--- src/rtl/pwr_stamp_pkg.sv ---
package pwr_stamp_pkg;
  localparam int FIELD_W    = 8;
  localparam int NUM_FIELDS = 5;
  localparam int STAMP_W    = FIELD_W * NUM_FIELDS;

  typedef struct packed {
    logic [FIELD_W-1:0] mon;
    logic [FIELD_W-1:0] date;
    logic [FIELD_W-1:0] hour;
    logic [FIELD_W-1:0] min;
    logic [FIELD_W-1:0] sec;
  } stamp_t;

  localparam stamp_t STAMP_ZERO = '0;
endpackage

--- src/rtl/pwr_src_edge.sv ---
module pwr_src_edge (
  input  logic clk,
  input  logic level,
  output logic went_high,
  output logic went_low
);
  logic level_q;

  // Tracks the level during reset as well, so a level held through
  // reset never looks like a change afterwards.
  always_ff @(posedge clk) begin
    level_q <= level;
  end

  always_comb begin
    went_high = level & ~level_q;
    went_low  = ~level & level_q;
  end
endmodule

--- src/rtl/pwr_stamp_bank.sv ---
module pwr_stamp_bank
  import pwr_stamp_pkg::*;
#(
  parameter bit KEEP_FIRST = 1'b1
) (
  input  logic   clk,
  input  logic   rst,
  input  logic   capture,
  input  logic   clear,
  input  stamp_t now,
  output stamp_t bank
);
  stamp_t bank_q;

  generate
    if (KEEP_FIRST) begin : g_first
      logic armed_n_q;
      always_ff @(posedge clk) begin
        if (rst) begin
          bank_q    <= STAMP_ZERO;
          armed_n_q <= 1'b0;
        end else if (capture && (!armed_n_q || clear)) begin
          bank_q    <= now;
          armed_n_q <= 1'b1;
        end else if (clear) begin
          bank_q    <= STAMP_ZERO;
          armed_n_q <= 1'b0;
        end
      end
    end else begin : g_last
      always_ff @(posedge clk) begin
        if (rst) begin
          bank_q <= STAMP_ZERO;
        end else if (capture) begin
          bank_q <= now;
        end else if (clear) begin
          bank_q <= STAMP_ZERO;
        end
      end
    end
  endgenerate

  assign bank = bank_q;
endmodule

--- src/rtl/pwr_stamp_capture.sv ---
module pwr_stamp_capture
  import pwr_stamp_pkg::*;
(
  input  logic               clk,
  input  logic               rst,
  input  logic               on_batt,
  input  logic               clr_stamp,
  input  logic [FIELD_W-1:0] now_sec,
  input  logic [FIELD_W-1:0] now_min,
  input  logic [FIELD_W-1:0] now_hour,
  input  logic [FIELD_W-1:0] now_date,
  input  logic [FIELD_W-1:0] now_mon,
  output logic [FIELD_W-1:0] m2b_sec,
  output logic [FIELD_W-1:0] m2b_min,
  output logic [FIELD_W-1:0] m2b_hour,
  output logic [FIELD_W-1:0] m2b_date,
  output logic [FIELD_W-1:0] m2b_mon,
  output logic [FIELD_W-1:0] b2m_sec,
  output logic [FIELD_W-1:0] b2m_min,
  output logic [FIELD_W-1:0] b2m_hour,
  output logic [FIELD_W-1:0] b2m_date,
  output logic [FIELD_W-1:0] b2m_mon
);
  stamp_t now_s;
  stamp_t m2b_s;
  stamp_t b2m_s;
  logic   to_batt;
  logic   to_main;

  assign now_s = '{mon: now_mon, date: now_date, hour: now_hour,
                   min: now_min, sec: now_sec};

  pwr_src_edge u_edge (
    .clk       (clk),
    .level     (on_batt),
    .went_high (to_batt),
    .went_low  (to_main)
  );

  pwr_stamp_bank #(.KEEP_FIRST(1'b1)) u_m2b (
    .clk     (clk),
    .rst     (rst),
    .capture (to_batt),
    .clear   (clr_stamp),
    .now     (now_s),
    .bank    (m2b_s)
  );

  pwr_stamp_bank #(.KEEP_FIRST(1'b0)) u_b2m (
    .clk     (clk),
    .rst     (rst),
    .capture (to_main),
    .clear   (clr_stamp),
    .now     (now_s),
    .bank    (b2m_s)
  );

  assign m2b_sec  = m2b_s.sec;
  assign m2b_min  = m2b_s.min;
  assign m2b_hour = m2b_s.hour;
  assign m2b_date = m2b_s.date;
  assign m2b_mon  = m2b_s.mon;
  assign b2m_sec  = b2m_s.sec;
  assign b2m_min  = b2m_s.min;
  assign b2m_hour = b2m_s.hour;
  assign b2m_date = b2m_s.date;
  assign b2m_mon  = b2m_s.mon;
endmodule

--- config.mk ---
export PLATFORM = sky130hd
export DESIGN_NAME = pwr_stamp_capture
export DESIGN_NICKNAME = d
export VERILOG_FILES = /design/src/rtl/pwr_stamp_pkg.sv /design/src/rtl/pwr_src_edge.sv /design/src/rtl/pwr_stamp_bank.sv /design/src/rtl/pwr_stamp_capture.sv
export SDC_FILE = /design/constraint.sdc
export NUM_CORES = 1
export LEC_CHECK = 0
export BUFFER_PORTS_ARGS = -buffer_cell sky130_fd_sc_hd__buf_2
export CORE_AREA = 3 3 99 101
export DETAILED_ROUTE_END_ITERATION = 6
export DIE_AREA = 0 0 102 104
export HOLD_SLACK_MARGIN = 0.05
export SKIP_LAST_GASP = 1
export SYNTH_ARGS = -nofsm -noshare
export SYNTH_HDL_FRONTEND = slang
export SYNTH_SLANG_ARGS = --single-unit
--- constraint.sdc ---
create_clock -name clk -period 1.91 [get_ports clk]
set_input_delay 0.573 -clock clk [delete_from_list [all_inputs] [get_ports clk]]
set_output_delay 0.573 -clock clk [all_outputs]
set_load 0.02 [all_outputs]
Yosys cells after proc, flatten, opt, wreduce, memory -nomap -nowiden
Index checks and enable logic that the tools add are counted.
Operators by class
  bitwise logic cells: 4
  muxes and demuxes: 5
  reduce and logical (&&, ||, !) cells: 5
Operators by type and width (number)
  $mux W40: 3
  $reduce_bool A2 Y1: 2
  $and A1 B1 Y1: 2
  $mux W1: 2
  $not A1 Y1: 2
  $logic_and A1 B1 Y1: 1
  $logic_not A1 Y1: 1
  $logic_or A1 B1 Y1: 1
Word-level totals
  input port bits: 44
  flip-flop bits (word level): 82
  output and inout port bits: 80
  logic and storage cells: 26

Longest topological paths before layout
  depth after elaboration: 4
  depth in mapped cells: 5

Cells and area by module
A second synthesis with hierarchy kept.
Unflattened totals
  cells, all modules: 364
  area total of the unflattened synthesis: 3721.1 µm²
By module, submodules not included
  pwr_stamp_bank (u_m2b): instances 1, cells an instance 183, area an instance 2063.2 µm², sequential area each 820.8 µm²
  pwr_stamp_bank (u_b2m): instances 1, cells an instance 178, area an instance 1622.8 µm², sequential area each 800.8 µm²
  pwr_src_edge: instances 1, cells an instance 3, area an instance 35.0 µm², sequential area each 20.0 µm²

Least setup slack after synthesis
Ideal clock, no wire load.
  path type: in2reg
  from: input rst
  to: register u_b2m.bank_q, in the netlist u_b2m.bank[0]
  arrival: 1127 ps
  slack: 651 ps
  setup time: 132 ps
  required time: 1778 ps
  path buffers: 2
  stages: 3
  cell sequence: clkbuf_1 -> clkbuf_1 -> a21oi_1
RTL lines
  from (decl): RTL line pwr_stamp_capture.sv:5  | input logic rst,
  to (signal assigned): RTL line pwr_stamp_bank.sv:35  | bank_q <= now;
  to (decl): RTL line pwr_stamp_bank.sv:13  | stamp_t bank_q;
No word-level cell between the ends.

Worst setup path after layout
  from: register u_m2b.bank_q, in the netlist u_m2b.bank[27]
  to: output m2b_date[3]
RTL lines
  from (decl): RTL line pwr_stamp_bank.sv:13
  from (signal assigned): RTL line pwr_stamp_bank.sv:23  | bank_q <= now;
  to (decl): RTL line pwr_stamp_capture.sv:16  | output logic [FIELD_W-1:0] m2b_date,
No word-level cell between the ends.

==> impl_metrics.py <==
metrics = {
    "clock_network": {
        "cts_buffers": 9,
        "htreeDepth": 3,
        "cts.reportedPaths.clkPinSlew_ns": 0.08,
        "post_cts_resized": 0,
        "cts.sinks": 82,
        "cts_setup_buffers": 0,
        "cts-root-buf": "clkbuf_8",
        "insertion_delay_ns": 0.34,
        "clk_path_buf_depth": 2,
        "cts_tree": "built",
        "hold_buffers": 0,
    },
    "timing": {
        "grt_setup_unrepaired": "no",
        "finalCritPeriodShare_pct": 76.1,
        "slew_viol_final": 0,
        "fin_ws_ns": 0.457,
        "clock.fmax_mhz": 688,
        "final_hold_viol_count": 0,
        "worstMarginPinSlew_ns": 0.388,
        "min_period_ns": 1.45,
        "setup_viol": 0,
        "fin_tns_setup_ns": 0,
        "clock_skew_ns": 0.00878,
        "relSlewSlack_pct": 74.1,
    },
    "global_route": {
        "grt.total_usage_pct": 16.9,
        "grt-ovfl-total": 0,
        "antenna_found_initial": 0,
        "grt_pass1_wl_um": 14700,
        "grt_max_degree": 82,
        "grt_pass1_vias": 2906,
    },
    "synthesis": {
        "synth_top_family_by_area": "compound AO/OA/AOI/OAI gates",
        "avgSynthCellArea_um2": 8.39,
        "synth-adder-area-share_pct": 0,
        "synth_compound_area_share_pct": 22.6,
        "synth_xor_area_share_pct": 0,
        "netlist_area_um2": 3120,
        "synth_fp_nets": 416,
        "synthSimpleGateAreaFrac_pct": 18.6,
        "synth_cell_types": 11,
        "synth_warnings": 0,
        "ys_seq_area_share_pct": 52.6,
        "yosys_register_bits": 82,
        "synthCells": 372,
        "synth_mux_area_share_pct": 0,
    },
    "setup_path": {
        "endpoint_kind": "output pin",
        "reg2reg_to": "u_m2b.bank[35]",
        "worst-path-max-fanout": 2,
        "crit_cells": 1,
        "critPathRequiredTime_ns": 1.34,
        "cp.arrival_ns": 0.88,
        "start_kind": "register",
        "r2r-start": "u_edge.level_q",
        "crit_end": "m2b_date[3]",
        "crit_start": "u_m2b.bank[27]",
        "criticalPathCategory": "register to output pin",
        "cpPeakStageDelay_ns": 0.37,
        "path_buf_inv": 1,
        "rrSetupSlack_ns": 0.62,
        "cp_top_family": "flip-flops",
        "cp_slowest_cell": "dfxtp_1",
        "rr_worst_depth": 4,
        "crit_chain": "buf_2",
    },
    "finish": {
        "layout_common_cells": "buf_2, dfxtp_1, a21oi_1",
        "drive_above_1_share_pct": 32.4,
        "layout.cells.most_common": "buf_2",
        "antenna_cells": 0,
        "area_growth_syn_to_layout_pct": 31.1,
        "layout.nets": 520,
        "final.fill_count": 929,
    },
    "place": {
        "preCtsSetupSlack_ns": 0.397,
        "io_buffers": 123,
        "gp_congestion": 0.777,
        "dp_hpwl_um": 6200,
    },
    "floorplan": {
        "initial_core_util_pct": 34.3,
        "rows": 35,
        "die_width_um": 102,
        "dieArea_um2": 10600,
        "ios": 124,
        "die_h_um": 104,
        "core_um2": 9110,
    },
    "outcome": {
        "status": "completed",
    },
    "detailed_routing": {
        "wire_per_inst_um": 15.6,
        "drt_pass1_iterations": 4,
        "num_vias": 3181,
        "drt_iter0_markers": 179,
        "drc_errors": 0,
        "drt-total-wl_um": 9220,
        "vias_per_cell": 5.37,
        "drtAntennaViolNets": 0,
    },
    "run": {
        "cap_violations": 0,
    },
    "power": {
        "leakagePower_uw": 0.00172,
        "power_density_nw_per_um2": 890,
        "power_uw": 3640,
        "ir_worst_vdd_mv": 0.349,
    },
    "min_path": {
        "hold_start": "on_batt",
        "hold_class": "input port to register",
    },
}
routing by layer:
layer	wire length, µm	global-route usage, %	vias up
met1	4150	23.1	1517
li1	-	-	1538
met4	80	3.94	0
met3	689	4.96	6
met5	0	0	-
met2	4300	26.3	120
stage by stage:
| stage | hold slack, ns | instance area, µm² | instances | util (%) |
|---|---|---|---|---|
| 6_report | 0.424 | 4090 | 592 | 44.9 |
| 5_1_grt | 0.405 | 4090 | 592 | 44.9 |
| 4_1_cts | 0.405 | 4090 | 592 | 44.9 |
| 3_5_place_dp | 0.455 | 3870 | 576 | 42.5 |
| 3_3_place_gp | 0.451 | 3870 | 576 | 42.5 |
| 2_1_floorplan | 0.547 | 3120 | 372 | - |
power by group:
group          internal (µW)  total, µW  switching [µW]
Combinational            154        454             300
Sequential              1770       1810            34.5
Clock                    774       1380             606
synthesized netlist by cell type, drive strengths merged:
cell | count | area share, %
a21oi | 81 | 13
buf | 22 | 3.5
clkbuf | 21 | 2.5
dfxtp | 82 | 53
inv | 1 | 0.12
nand2 | 40 | 4.8
nand2b | 3 | 0.60
nand3 | 80 | 13
nor2b | 2 | 0.40
o211ai | 40 | 9.6
flip-flops by register name, indices dropped and copies added (netlist names):
name                     flops
u_m2b.g_first.armed_n_q      1
u_b2m.bank                  40
u_edge.level_q               1
u_m2b.bank                  40
area by class of cell:
class	instances	area [µm²]	share of cell area [%]
inverters	1	3.75	0.0918
flip-flops and latches	82	1640	40.1
repair buffers	136	776	19.0
well taps	111	139	3.40
clock buffers	12	145	3.55
multi-input cells	246	1310	32.0
clock inverters	4	75.1	1.84
worst register-to-register path, delay by kind of cell (launching register included):
kind,cells,cell delay [ns]
buffers and inverters,1,0.21
AND/OR/NAND/NOR,1,0.27
AO/OA/AOI/OAI,2,0.32
flip-flops,1,0.36
cell families after synthesis:
| kind of cell | Yosys count |
|---|---|
| AND/OR/NAND/NOR | 125 |
| AO/OA/AOI/OAI | 121 |
| buffers and inverters | 44 |
| flip-flops | 82 |
worst min path at each step:
stage | to | slack [ns] | depth (start not counted)
after CTS | u_edge.level_q | 0.41 | 1
after global routing | u_edge.level_q | 0.40 | 1
after floorplan | u_b2m.bank[0] | 0.55 | 2
after global placement | u_b2m.bank[7] | 0.45 | 2
after detailed placement | u_b2m.bank[7] | 0.45 | 2
final | u_edge.level_q | 0.42 | 1
Note: power is estimated with default switching activity, not from simulation.
